## src/rtl/devctl_pkg.sv

```systemverilog
`timescale 1ns/1ps
package devctl_pkg;

   // {busy, done}; the pair 2'b11 is not a member
   typedef enum logic [1:0] {
      PH_IDLE     = 2'b00,
      PH_FINISHED = 2'b01,
      PH_WORKING  = 2'b10
   } phase_e;

   typedef enum logic [1:0] {
      SEL_CMD  = 2'd0,
      SEL_STAT = 2'd1,
      SEL_DATA = 2'd2,
      SEL_NONE = 2'd3
   } regsel_e;

   localparam int STAT_BUSY_BIT = 0;
   localparam int STAT_DONE_BIT = 1;
   localparam int STAT_ERR_LSB  = 2;
   localparam int BUF_BASE      = 2;

endpackage

```

## src/rtl/devctl_decode.sv

```systemverilog
`timescale 1ns/1ps
module devctl_decode
   import devctl_pkg::*;
#(
   parameter int ADDR_W   = 3,
   parameter int NUM_DATA = 4,
   parameter int IDX_W    = 2
) (
   input  logic              bus_sel,
   input  logic              bus_wr,
   input  logic [ADDR_W-1:0] bus_addr,
   output regsel_e           sel,
   output logic [IDX_W-1:0]  idx,
   output logic              cmd_we,
   output logic              stat_we,
   output logic              data_we
);

   int addr_i;

   always_comb begin
      addr_i = int'(bus_addr);
      idx    = '0;
      if (addr_i == 0) begin
         sel = SEL_CMD;
      end else if (addr_i == 1) begin
         sel = SEL_STAT;
      end else if (addr_i < BUF_BASE + NUM_DATA) begin
         sel = SEL_DATA;
         idx = IDX_W'(addr_i - BUF_BASE);
      end else begin
         sel = SEL_NONE;
      end
   end

   always_comb begin
      cmd_we  = bus_sel && bus_wr && (sel == SEL_CMD);
      stat_we = bus_sel && bus_wr && (sel == SEL_STAT);
      data_we = bus_sel && bus_wr && (sel == SEL_DATA);
   end

endmodule

```

## src/rtl/devctl_status.sv

```systemverilog
`timescale 1ns/1ps
module devctl_status
   import devctl_pkg::*;
#(
   parameter int OP_W  = 4,
   parameter int ERR_W = 4
) (
   input  logic             clk,
   input  logic             rst_n,
   input  logic             cmd_we,
   input  logic [OP_W-1:0]  cmd_op,
   input  logic             ack_done,
   input  logic             clr_proto,
   input  logic             dev_done,
   input  logic [ERR_W-2:0] dev_err,
   output logic             busy,
   output logic             done,
   output logic             irq,
   output logic             proto_err,
   output logic [ERR_W-2:0] dev_code,
   output logic [OP_W-1:0]  op_q,
   output logic             start_q
);

   phase_e phase_q, phase_d;
   logic   cmd_ok, cmd_bad, finish, ack;
   logic   irq_q, proto_q;
   logic [ERR_W-2:0] code_q;

   always_comb begin
      cmd_ok  = cmd_we && (phase_q == PH_IDLE);
      cmd_bad = cmd_we && (phase_q != PH_IDLE);
      finish  = dev_done && (phase_q == PH_WORKING);
      ack     = ack_done && (phase_q == PH_FINISHED);
   end

   always_comb begin
      phase_d = phase_q;
      unique case (phase_q)
         PH_IDLE:     if (cmd_ok) phase_d = PH_WORKING;
         PH_WORKING:  if (finish) phase_d = PH_FINISHED;
         PH_FINISHED: if (ack)    phase_d = PH_IDLE;
         default:                 phase_d = PH_IDLE;
      endcase
   end

   always_ff @(posedge clk) begin
      if (!rst_n) begin
         phase_q <= PH_IDLE;
         irq_q   <= 1'b0;
         proto_q <= 1'b0;
         code_q  <= '0;
         op_q    <= '0;
         start_q <= 1'b0;
      end else begin
         phase_q <= phase_d;
         start_q <= cmd_ok;
         if (cmd_ok) op_q <= cmd_op;
         if (finish)   irq_q <= 1'b1;
         else if (ack) irq_q <= 1'b0;
         if (cmd_ok)      code_q <= '0;
         else if (finish) code_q <= dev_err;
         if (cmd_bad)        proto_q <= 1'b1;
         else if (clr_proto) proto_q <= 1'b0;
      end
   end

   assign busy      = phase_q[1];
   assign done      = phase_q[0];
   assign irq       = irq_q;
   assign proto_err = proto_q;
   assign dev_code  = code_q;


   never_undefined_chk: assert property (@(posedge clk) disable iff (!rst_n)
      !(busy && done));


   start_entry_chk: assert property (@(posedge clk) disable iff (!rst_n)
      start_q |-> busy && !$past(busy) && !$past(done));


   start_single_chk: assert property (@(posedge clk) disable iff (!rst_n)
      start_q |=> !start_q);


   irq_cause_chk: assert property (@(posedge clk) disable iff (!rst_n)
      $rose(irq) |-> $past(dev_done) && done);


   irq_hold_chk: assert property (@(posedge clk) disable iff (!rst_n)
      irq && !ack_done |=> irq);


   reject_cmd_chk: assert property (@(posedge clk) disable iff (!rst_n)
      cmd_we && (busy || done) |=> proto_err && $stable(op_q) && !start_q);


   stray_done_chk: assert property (@(posedge clk) disable iff (!rst_n)
      dev_done && !busy && !done |=> !done && !irq);

endmodule

```

## src/rtl/devctl_buffer.sv

```systemverilog
`timescale 1ns/1ps
module devctl_buffer #(
   parameter int DATA_W   = 32,
   parameter int NUM_DATA = 4,
   parameter int IDX_W    = 2
) (
   input  logic              clk,
   input  logic              rst_n,
   input  logic              busy,
   input  logic              cpu_we,
   input  logic [IDX_W-1:0]  cpu_idx,
   input  logic [DATA_W-1:0] cpu_wdata,
   output logic [DATA_W-1:0] cpu_rdata,
   input  logic              dev_we,
   input  logic [IDX_W-1:0]  dev_idx,
   input  logic [DATA_W-1:0] dev_wdata,
   output logic [DATA_W-1:0] dev_rdata
);

   logic [NUM_DATA-1:0][DATA_W-1:0] mem_q;

   for (genvar i = 0; i < NUM_DATA; i++) begin : g_word
      logic dev_hit, cpu_hit;
      assign dev_hit = busy  && dev_we && (int'(dev_idx) == i);
      assign cpu_hit = !busy && cpu_we && (int'(cpu_idx) == i);

      always_ff @(posedge clk) begin
         if (!rst_n)       mem_q[i] <= '0;
         else if (dev_hit) mem_q[i] <= dev_wdata;
         else if (cpu_hit) mem_q[i] <= cpu_wdata;
      end
   end

   always_comb begin
      cpu_rdata = '0;
      dev_rdata = '0;
      for (int i = 0; i < NUM_DATA; i++) begin
         if (int'(cpu_idx) == i) cpu_rdata = mem_q[i];
         if (int'(dev_idx) == i) dev_rdata = mem_q[i];
      end
   end


   cpu_locked_chk: assert property (@(posedge clk) disable iff (!rst_n)
      busy && cpu_we && !dev_we |=> $stable(mem_q));


   dev_locked_chk: assert property (@(posedge clk) disable iff (!rst_n)
      !busy && dev_we && !cpu_we |=> $stable(mem_q));

endmodule

```

## src/rtl/devctl_top.sv

```systemverilog
`timescale 1ns/1ps
module devctl_top
   import devctl_pkg::*;
#(
   parameter  int DATA_W   = 32,
   parameter  int NUM_DATA = 4,
   parameter  int OP_W     = 4,
   parameter  int ERR_W    = 4,
   localparam int ADDR_W   = $clog2(NUM_DATA + BUF_BASE),
   localparam int IDX_W    = (NUM_DATA > 1) ? $clog2(NUM_DATA) : 1
) (
   input  logic              clk,
   input  logic              rst_n,
   input  logic              bus_sel,
   input  logic              bus_wr,
   input  logic [ADDR_W-1:0] bus_addr,
   input  logic [DATA_W-1:0] bus_wdata,
   output logic [DATA_W-1:0] bus_rdata,
   output logic              irq,
   output logic              dev_start,
   output logic [OP_W-1:0]   dev_op,
   input  logic              dev_done,
   input  logic [ERR_W-2:0]  dev_err,
   input  logic              dev_buf_we,
   input  logic [IDX_W-1:0]  dev_buf_idx,
   input  logic [DATA_W-1:0] dev_buf_wdata,
   output logic [DATA_W-1:0] dev_buf_rdata
);

   localparam int PROTO_BIT = STAT_ERR_LSB + ERR_W - 1;

   if (NUM_DATA < 1) begin : g_bad_depth
      $error("devctl_top: NUM_DATA must be at least 1");
   end
   if (ERR_W < 2) begin : g_bad_err
      $error("devctl_top: ERR_W must be at least 2");
   end
   if (OP_W < 1 || OP_W > DATA_W) begin : g_bad_op
      $error("devctl_top: OP_W must lie in 1..DATA_W");
   end
   if (DATA_W < PROTO_BIT + 1) begin : g_bad_data
      $error("devctl_top: DATA_W too narrow for the status word");
   end

   regsel_e          sel;
   logic [IDX_W-1:0] cpu_idx;
   logic             cmd_we, stat_we, data_we;
   logic             busy, done, proto_err;
   logic [ERR_W-2:0] dev_code;
   logic [OP_W-1:0]  op_q;
   logic [DATA_W-1:0] buf_rdata, stat_word;

   devctl_decode #(
      .ADDR_W  (ADDR_W),
      .NUM_DATA(NUM_DATA),
      .IDX_W   (IDX_W)
   ) i_decode (
      .bus_sel (bus_sel),
      .bus_wr  (bus_wr),
      .bus_addr(bus_addr),
      .sel     (sel),
      .idx     (cpu_idx),
      .cmd_we  (cmd_we),
      .stat_we (stat_we),
      .data_we (data_we)
   );

   devctl_status #(
      .OP_W (OP_W),
      .ERR_W(ERR_W)
   ) i_status (
      .clk      (clk),
      .rst_n    (rst_n),
      .cmd_we   (cmd_we),
      .cmd_op   (bus_wdata[OP_W-1:0]),
      .ack_done (stat_we && bus_wdata[STAT_DONE_BIT]),
      .clr_proto(stat_we && bus_wdata[PROTO_BIT]),
      .dev_done (dev_done),
      .dev_err  (dev_err),
      .busy     (busy),
      .done     (done),
      .irq      (irq),
      .proto_err(proto_err),
      .dev_code (dev_code),
      .op_q     (op_q),
      .start_q  (dev_start)
   );

   devctl_buffer #(
      .DATA_W  (DATA_W),
      .NUM_DATA(NUM_DATA),
      .IDX_W   (IDX_W)
   ) i_buffer (
      .clk      (clk),
      .rst_n    (rst_n),
      .busy     (busy),
      .cpu_we   (data_we),
      .cpu_idx  (cpu_idx),
      .cpu_wdata(bus_wdata),
      .cpu_rdata(buf_rdata),
      .dev_we   (dev_buf_we),
      .dev_idx  (dev_buf_idx),
      .dev_wdata(dev_buf_wdata),
      .dev_rdata(dev_buf_rdata)
   );

   always_comb begin
      stat_word = '0;
      stat_word[STAT_BUSY_BIT] = busy;
      stat_word[STAT_DONE_BIT] = done;
      stat_word[STAT_ERR_LSB +: ERR_W-1] = dev_code;
      stat_word[PROTO_BIT] = proto_err;
   end

   always_comb begin
      unique case (sel)
         SEL_CMD:  bus_rdata = DATA_W'(op_q);
         SEL_STAT: bus_rdata = stat_word;
         SEL_DATA: bus_rdata = buf_rdata;
         default:  bus_rdata = '0;
      endcase
   end

   assign dev_op = op_q;


   code_at_finish_chk: assert property (@(posedge clk) disable iff (!rst_n)
      $rose(done) |-> dev_code == $past(dev_err));


   code_clear_chk: assert property (@(posedge clk) disable iff (!rst_n)
      dev_start |-> dev_code == '0);

endmodule

```

## config.mk

```make
export PLATFORM = sky130hd
export DESIGN_NAME = devctl_top
export DESIGN_NICKNAME = d
export VERILOG_FILES = /design/src/rtl/devctl_pkg.sv /design/src/rtl/devctl_decode.sv /design/src/rtl/devctl_status.sv /design/src/rtl/devctl_buffer.sv /design/src/rtl/devctl_top.sv
export SDC_FILE = /design/constraint.sdc
export NUM_CORES = 1
export LEC_CHECK = 0
export BUFFER_PORTS_ARGS = -buffer_cell sky130_fd_sc_hd__buf_2
export CORE_MARGIN = 1
export CORE_UTILIZATION = 35
export CTS_CLUSTER_SIZE = 28
export DETAILED_ROUTE_END_ITERATION = 10
export MAX_ROUTING_LAYER = met4
export PLACE_DENSITY = 0.58
export SLEW_MARGIN = 0
export SYNTH_ARGS = -nofsm -noshare
export SYNTH_HDL_FRONTEND = slang
export SYNTH_SLANG_ARGS = --single-unit
```

## constraint.sdc

```tcl
create_clock -name clk -period 2.47 [get_ports clk]
set_input_delay 0.3705 -clock clk [delete_from_list [all_inputs] [get_ports clk]]
set_output_delay 0.3705 -clock clk [all_outputs]
set_load 0.005 [all_outputs]
```

==> results summary, run 1 <==
The run finished with clean final reports. The signal arrival time at the worst endpoint came out at 1.75 ns. The final critical path time including I/O delays and setup is 2.12 ns.

The remaining design rule violation count is 0. The post-synthesis net count is 1067. CTS placed an instance of sky130_fd_sc_hd__clkbuf_16 at the clock tree root. The half-perimeter wire length after detailed placement is 17500 um.

The number of standard-cell rows in the floorplan is 54. In the synthesized netlist, the cells that appear most often are sky130_fd_sc_hd__nand2_1, sky130_fd_sc_hd__dfxtp_1, sky130_fd_sc_hd__o21ai_0, sky130_fd_sc_hd__a31oi_1, sky130_fd_sc_hd__nor2_1. The insertion delay of the later-clocked pin in the worst-skew pair came out at 0.43 ns. Yosys instantiated no cell more often than sky130_fd_sc_hd__nand2_1.

The met1 track demand over resource in global routing came out at 34.5%. The routed via count divided by cell count is 5.91. The critical path is of the input port to output pin type. TritonCTS built the clock tree. The count of unique library cells instantiated by Yosys came out at 41. The synthesized area divided by synthesized cell count came out at 7.91 sq um. The number of flops mapped to enable cells by yosys came out at 0. The cell area after technology mapping is 7820 sq um. The area of the die came out at 22900 sq um. Entering global routing, the biggest net connects 139 pins. The register area share after synthesis came out at 35.8%. The width of the chip is 151 um. The routed layout has 8234 vias. STA classifies the critical path startpoint as an input port. The setup violation total in the final timing report came out at 0. The initial antenna violation count was 2. The share of synthesized cell area in full adder, half adder and majority cells is 0%. The met3 capacity usage during global routing came out at 4.31%. The number of sinks handled by clock tree synthesis is 140. The sum of internal, switching and leakage power came out at 0.00582 W.

STA puts the critical path data required time at 2.10 ns. In the final routed layout, each cell accounts on average for 20.0 um. The layout overhead on the synthesized area came out at 21.9%. The worst-case reg-to-reg path depth came out at 5. Buffers inserted during clock tree synthesis total 17.

The clock transition at the registers of the reported paths is 0.06 ns. The total of hold buffers inserted after clock tree synthesis is 0. The wire length of the first global-routing pass is 43500 um. The path class of the tightest hold or removal check is input port to register. Of the post-synthesis cell area, the part taken by muxes is 11.1%. The placeable core region is 21900 sq um. The number of cells upsized or downsized after cts came out at 0.

The peak supply drop came out at 0.449 mV. The final RePlAce weighted congestion came out at 0.819. The first-pass detailed-route iteration total is 8. The hold slack is 0.180 ns.

The H-tree was split into 4 levels. The count of buffers added by post-CTS timing repair for setup came out at 0. The portion of synthesized cell area occupied by the leading cell type is 35.8%.

The post-synthesis instance total is 989. The synthesized netlist devotes 0% of its cell area to XOR and XNOR gates. The tightest slew margin relative to the limit is 52.5%.

The number of cells on the worst hold path came out at 3. In the global route stage, met2 resource usage came out at 39.4%. The initial utilization of the core area, before any placement, comes to 35.7%. The starting DRC count in detailed routing came out at 895. The clock arrives with 0.0138 ns of skew. The layer with the highest usage after global routing is met2. The number of register bits inferred by synthesis is 140.

Ranked by total cell area, the synthesized netlist is headed by sky130_fd_sc_hd__dfxtp_1, sky130_fd_sc_hd__nand2_1, sky130_fd_sc_hd__a31oi_1, sky130_fd_sc_hd__mux4_2, sky130_fd_sc_hd__o21ai_0. The most used flip-flop cell after synthesis is sky130_fd_sc_hd__dfxtp_1. The final critical-path share of the clock period came out at 86.0%. The hold violation count in the final report is 0. Global routing consumed, over all layers together, 25.8% of the routing resources. For the final routed database, the setup TNS stands at 0 ns.

The sort of element at the end of the critical path is an output pin. Summing all placed instances gives a cell area of 8870 sq um. Setup repair after global routing left no endpoint under its margin.

For this run, asynchronously set or reset flops after synthesis account for 0%. In this run the vertical extent of the chip is 151 um. During synthesis, Yosys emitted a total of 0 warnings.

The fraction of final layout cells with drive strength greater than 1 came out at 23.6%. The final layout net count is 1176. In this run the static leakage power is 3.65 nW. The number of input and output port buffers inserted is 147. The main combinational cell family by area after synthesis is compound AO/OA/AOI/OAI gates. The highest attainable clock frequency is 471 MHz. The largest buffer count on any clock path is 2. The number of global-route vias before repair came out at 7782. The max-slew violation count is 0.

The library cell with the largest summed area after synthesis is sky130_fd_sc_hd__dfxtp_1. The total power divided by cell area is 610 nW/um^2. The antenna violation net count after detailed routing came out at 0. The reported max-cap violation count is 0. In this run the worst path has a maximum fanout of 58. The final design area excluding fillers came out at 9540 sq um. The total overflow left after global routing is 0. For the pin with the worst max-slew slack, the measured transition is 0.713 ns.

The post-detailed-routing wire length is 27900 um. The synthesized-area fraction occupied by and/or/nand/nor cells is 20.5%. The I/O pin count came out at 148. The compound-cell area share of the yosys netlist is 26.2%.
-- final cells by class --
type	instances	area [sq um]
Inverter	3	11.3
Clock buffer	22	474
Antenna cell	2	5.00
Fill cell	2219	12400
Tap cell	280	350
Multi-Input combinational cell	748	4540
Clock inverter	10	186
Sequential cell	140	2800
Timing Repair Buffer	188	1170
-- where the power goes --
group          internal, W  total, W  switching, W
registers          0.00229   0.00232     0.0000280
clock network      0.00187   0.00290       0.00102
logic             0.000240  0.000602      0.000362
-- critical path, stage by stage --
cell	delay, ns
sky130_fd_sc_hd__buf_2	0.18
sky130_fd_sc_hd__and2b_2	0.26
sky130_fd_sc_hd__buf_12	0.21
sky130_fd_sc_hd__a21o_1	0.18
sky130_fd_sc_hd__a222oi_1	0.26
sky130_fd_sc_hd__nor2_1	0.14
sky130_fd_sc_hd__buf_2	0.15
-- placed cells by master, fill, tap and decap left out, drive strengths merged, types with 2 or more instances in the layout --
| master | Yosys | final |
|---|---|---|
| nand2 | 259 | 259 |
| buf | 52 | 188 |
| dfxtp | 140 | 140 |
| o21ai | 136 | 136 |
| a31oi | 128 | 128 |
| nor2 | 61 | 61 |
| mux4 | 33 | 33 |
| a21o | 24 | 24 |
| a222oi | 24 | 24 |
| clkbuf | 46 | 22 |
| mux2i | 11 | 11 |
| a21oi | 9 | 9 |
| nand3b | 7 | 7 |
| nand4b | 6 | 6 |
| nand2b | 5 | 5 |
| nand4 | 5 | 5 |
| nand3 | 5 | 5 |
| bufinv | 0 | 5 |
| nor2b | 5 | 5 |
| nand4bb | 4 | 4 |
| nor3 | 4 | 4 |
| inv | 3 | 3 |
| o21a | 3 | 3 |
| clkinvlp | 0 | 3 |
| diode | 0 | 2 |
| a221oi | 2 | 2 |
| a32oi | 2 | 2 |
| o22ai | 2 | 2 |
| a21boi | 2 | 2 |
| clkinv | 0 | 2 |
-- cells by family (layout without fill, tap and decap cells) --
logic type / after synthesis / in the layout
and+or+nand+nor: 369 / 369
AOI/OAI and AO/OA: 334 / 334
DFF: 140 / 140
buffers and inverters: 101 / 223
muxes: 45 / 45
other: 0 / 2
-- state kept, by name, indices dropped and copies added, names as in the netlist --
| signal | count |
|---|---|
| i_status.irq | 1 |
| i_status.op_q | 4 |
| i_status.phase_q | 2 |
| i_status.start_q | 1 |
| i_status.dev_code | 3 |
| i_buffer.mem_q | 128 |
| i_status.proto_err | 1 |
-- final timing paths --
path	slack, ns	to	start
max	0.35	bus_rdata[31]	bus_addr[2]
min	0.18	i_status.dev_code[0]	dev_err[0]
max reg2reg	0.49	i_buffer.mem_q[90]	i_status.phase_q[1]
min reg2reg	0.48	i_status.irq	i_status.irq
-- layer usage --
layer / vias up / routed length [um]
met5: - / 0
met4: 0 / 398
met3: 36 / 2510
met2: 426 / 12900
met1: 3936 / 12100
li1: 3836 / -
-- stage by stage --
step / util, % / std cells / worst slack [ns]
2_1_floorplan: - / 989 / 0.649
3_3_place_gp: 40.5 / 1359 / 0.337
3_5_place_dp: 40.5 / 1359 / 0.292
4_1_cts: 43.5 / 1391 / 0.340
5_1_grt: 43.6 / 1393 / 0.232
6_report: 43.6 / 1393 / 0.345
Power figures use the tool's default switching activity.
==> run 2: changes to the inputs <==
Clock period 2.47 ns to 2.72 ns, I/O delays scaled along.
==> results summary, run 2 (synthesis results as in run 1) <==
The run finished with clean final reports. In this run the critical register-to-register path is captured at i_buffer.mem_q[22]. The slack of the worst reg-to-reg path came out at 0.82 ns. The maximum number of pins on one net before global-route repair is 139. The remaining global-route overflow is 0. The number of cells upsized or downsized after cts came out at 0. The largest driver fanout on the critical path came out at 24. The count of buffers added by post-CTS timing repair for setup is 0. The worst setup margin came out at 0.446 ns.

The leading cell type in the layout, fill and taps excluded is sky130_fd_sc_hd__nand2_1. The number of sinks handled by clock tree synthesis came out at 140. The max-slew violation count is 0.

For the worst setup path, the data arrival time is 1.87 ns. The startpoint identified for the worst register-to-register timing path is i_status.phase_q[1]. The die outline height came out at 151 um. The total power divided by cell area is 553 nW/um^2. In the final routed layout, each cell accounts on average for 20.0 um.

The I/O pin count came out at 148. The H-tree depth came out at 4. The clock reaches the later pin of the worst-skew pair after 0.42 ns. The final RePlAce weighted congestion is 0.803. The number of standard-cell rows in the floorplan is 54.

i_buffer.mem_q holds more flip-flops than any other register. The total clock buffers created by CTS came out at 17. The number of placed instances, taps included came out at 1356.

The clock transition at the registers of the reported paths is 0.06 ns. The worst-case reg-to-reg path depth is 5. The hold violation count in the final report is 0. The number of flip-flops under the largest register name is 128.

The slew at the pin with the worst max-slew slack came out at 0.867 ns. The CTS tree is yes. Leaving out filler cells and counting taps, the final layout contains 1389. The starting utilization of the core area came out at 35.7%. Leaving out fill and tap cells, the most frequent cells in the layout are sky130_fd_sc_hd__nand2_1, sky130_fd_sc_hd__buf_2, sky130_fd_sc_hd__dfxtp_1. The routed via count divided by cell count is 5.83. The initial antenna violation count is 1.

For this block, the routed nets add up to 27800 um of wire. The remaining design rule violation count came out at 0. The first global-routing pass estimated 43300 um of wire. Max-cap violations in this run came to 0. The accumulated negative setup slack came out at 0 ns.

The final critical-path share of the clock period is 83.6%. The required time of the critical path is 2.31 ns. Setup repair after global routing left no endpoint under its margin.

The worst clock skew is 0.00759 ns. The first-pass detailed-route iteration total is 5. The hold slack came out at 0.222 ns. The aggregate global-route resource usage is 25.8%.

The master cell of the clock root buffer is sky130_fd_sc_hd__clkbuf_16. Cells with a size suffix above 1 make up 23.5% of the layout. The half-perimeter wire length after detailed placement is 17000 um. The layout overhead on the synthesized area came out at 21.2%.

The category of the critical setup timing path is input port to output pin. The final layout net count came out at 1173. The width of the chip came out at 151 um. The antenna violation net count after detailed routing came out at 0. The peak supply drop is 0.354 mV. Setup violations remaining at the end of the flow were counted as 0. The worst hold path class is input port to register. The number of cells on the worst hold path came out at 3. The worst setup path is launched from an input port.

The static leakage came out at 3.62 nW. The worst hold path terminates at i_status.dev_code[2]. For this design, the CTS-stage hold fixing added 0 buffers.

The worst min-delay path startpoint is dev_err[2]. Across all layers, the routed design uses 8095 vias. The detailed router finished its first iteration with 723 violations. The final critical path time including I/O delays and setup is 2.27 ns. The number of global-route vias before repair came out at 7611. The number of input and output port buffers inserted came out at 147.

The placeable core region came out at 21900 sq um. The worst setup path is captured at an output pin. Based on the critical path, the design can be clocked at up to 440 MHz. The area of the die is 22900 sq um. The clock passes through at most 2 buffers. The tightest slew margin relative to the limit came out at 42.2%. The minimum setup slack after placement came out at 0.474 ns.
run 2: critical path, cell delays in order:
cell	delay [ns]
sky130_fd_sc_hd__buf_2	0.65
sky130_fd_sc_hd__buf_4	0.32
sky130_fd_sc_hd__mux4_2	0.32
sky130_fd_sc_hd__buf_2	0.15
run 2: how the worst max path moves through the flow:
stage	startpoint	end	slack (ns)
finish	dev_buf_idx[1]	dev_buf_rdata[6]	0.45
global route	bus_addr[0]	bus_rdata[0]	0.36
detailed placement	dev_buf_idx[1]	dev_buf_rdata[6]	0.47
floorplan	dev_buf_idx[0]	dev_buf_rdata[30]	0.82
global placement	dev_buf_idx[1]	dev_buf_rdata[21]	0.49
CTS	dev_buf_idx[1]	dev_buf_rdata[6]	0.46
run 2: metal layers:
layer  track usage [%]  vias up  wire length, um
li1                  -     3823                -
met1              33.3     3848            11900
met2              40.1      376            13100
met3              4.85       48             2270
met4              9.20        0              548
met5                 -        -                0
run 2: report_power, final:
group | internal [W] | total (W) | switching (W)
logic | 0.000212 | 0.000536 | 0.000324
clock network | 0.00167 | 0.00260 | 0.000928
registers | 0.00208 | 0.00211 | 0.0000261
total | 0.00396 | 0.00524 | 0.00128
run 2: layout make-up:
class	count	area (sq um)
multi-input cells	748	4540
inverters	3	11.3
clock buffers	20	457
well taps	280	350
clock inverters	12	193
repair buffers	185	1120
flip-flops and latches	140	2800
diodes	1	2.50
fillers	2239	12400
run 2: metrics by stage:
stage	cell area [sq um]	utilization, %	total power [W]
final	9470	43.3	0.00524
after global placement	8820	40.3	0.00268
after floorplan	7820	-	0.00244
after detailed placement	8820	40.3	0.00268
after global routing	9470	43.3	0.00541
after CTS	9470	43.3	0.00528
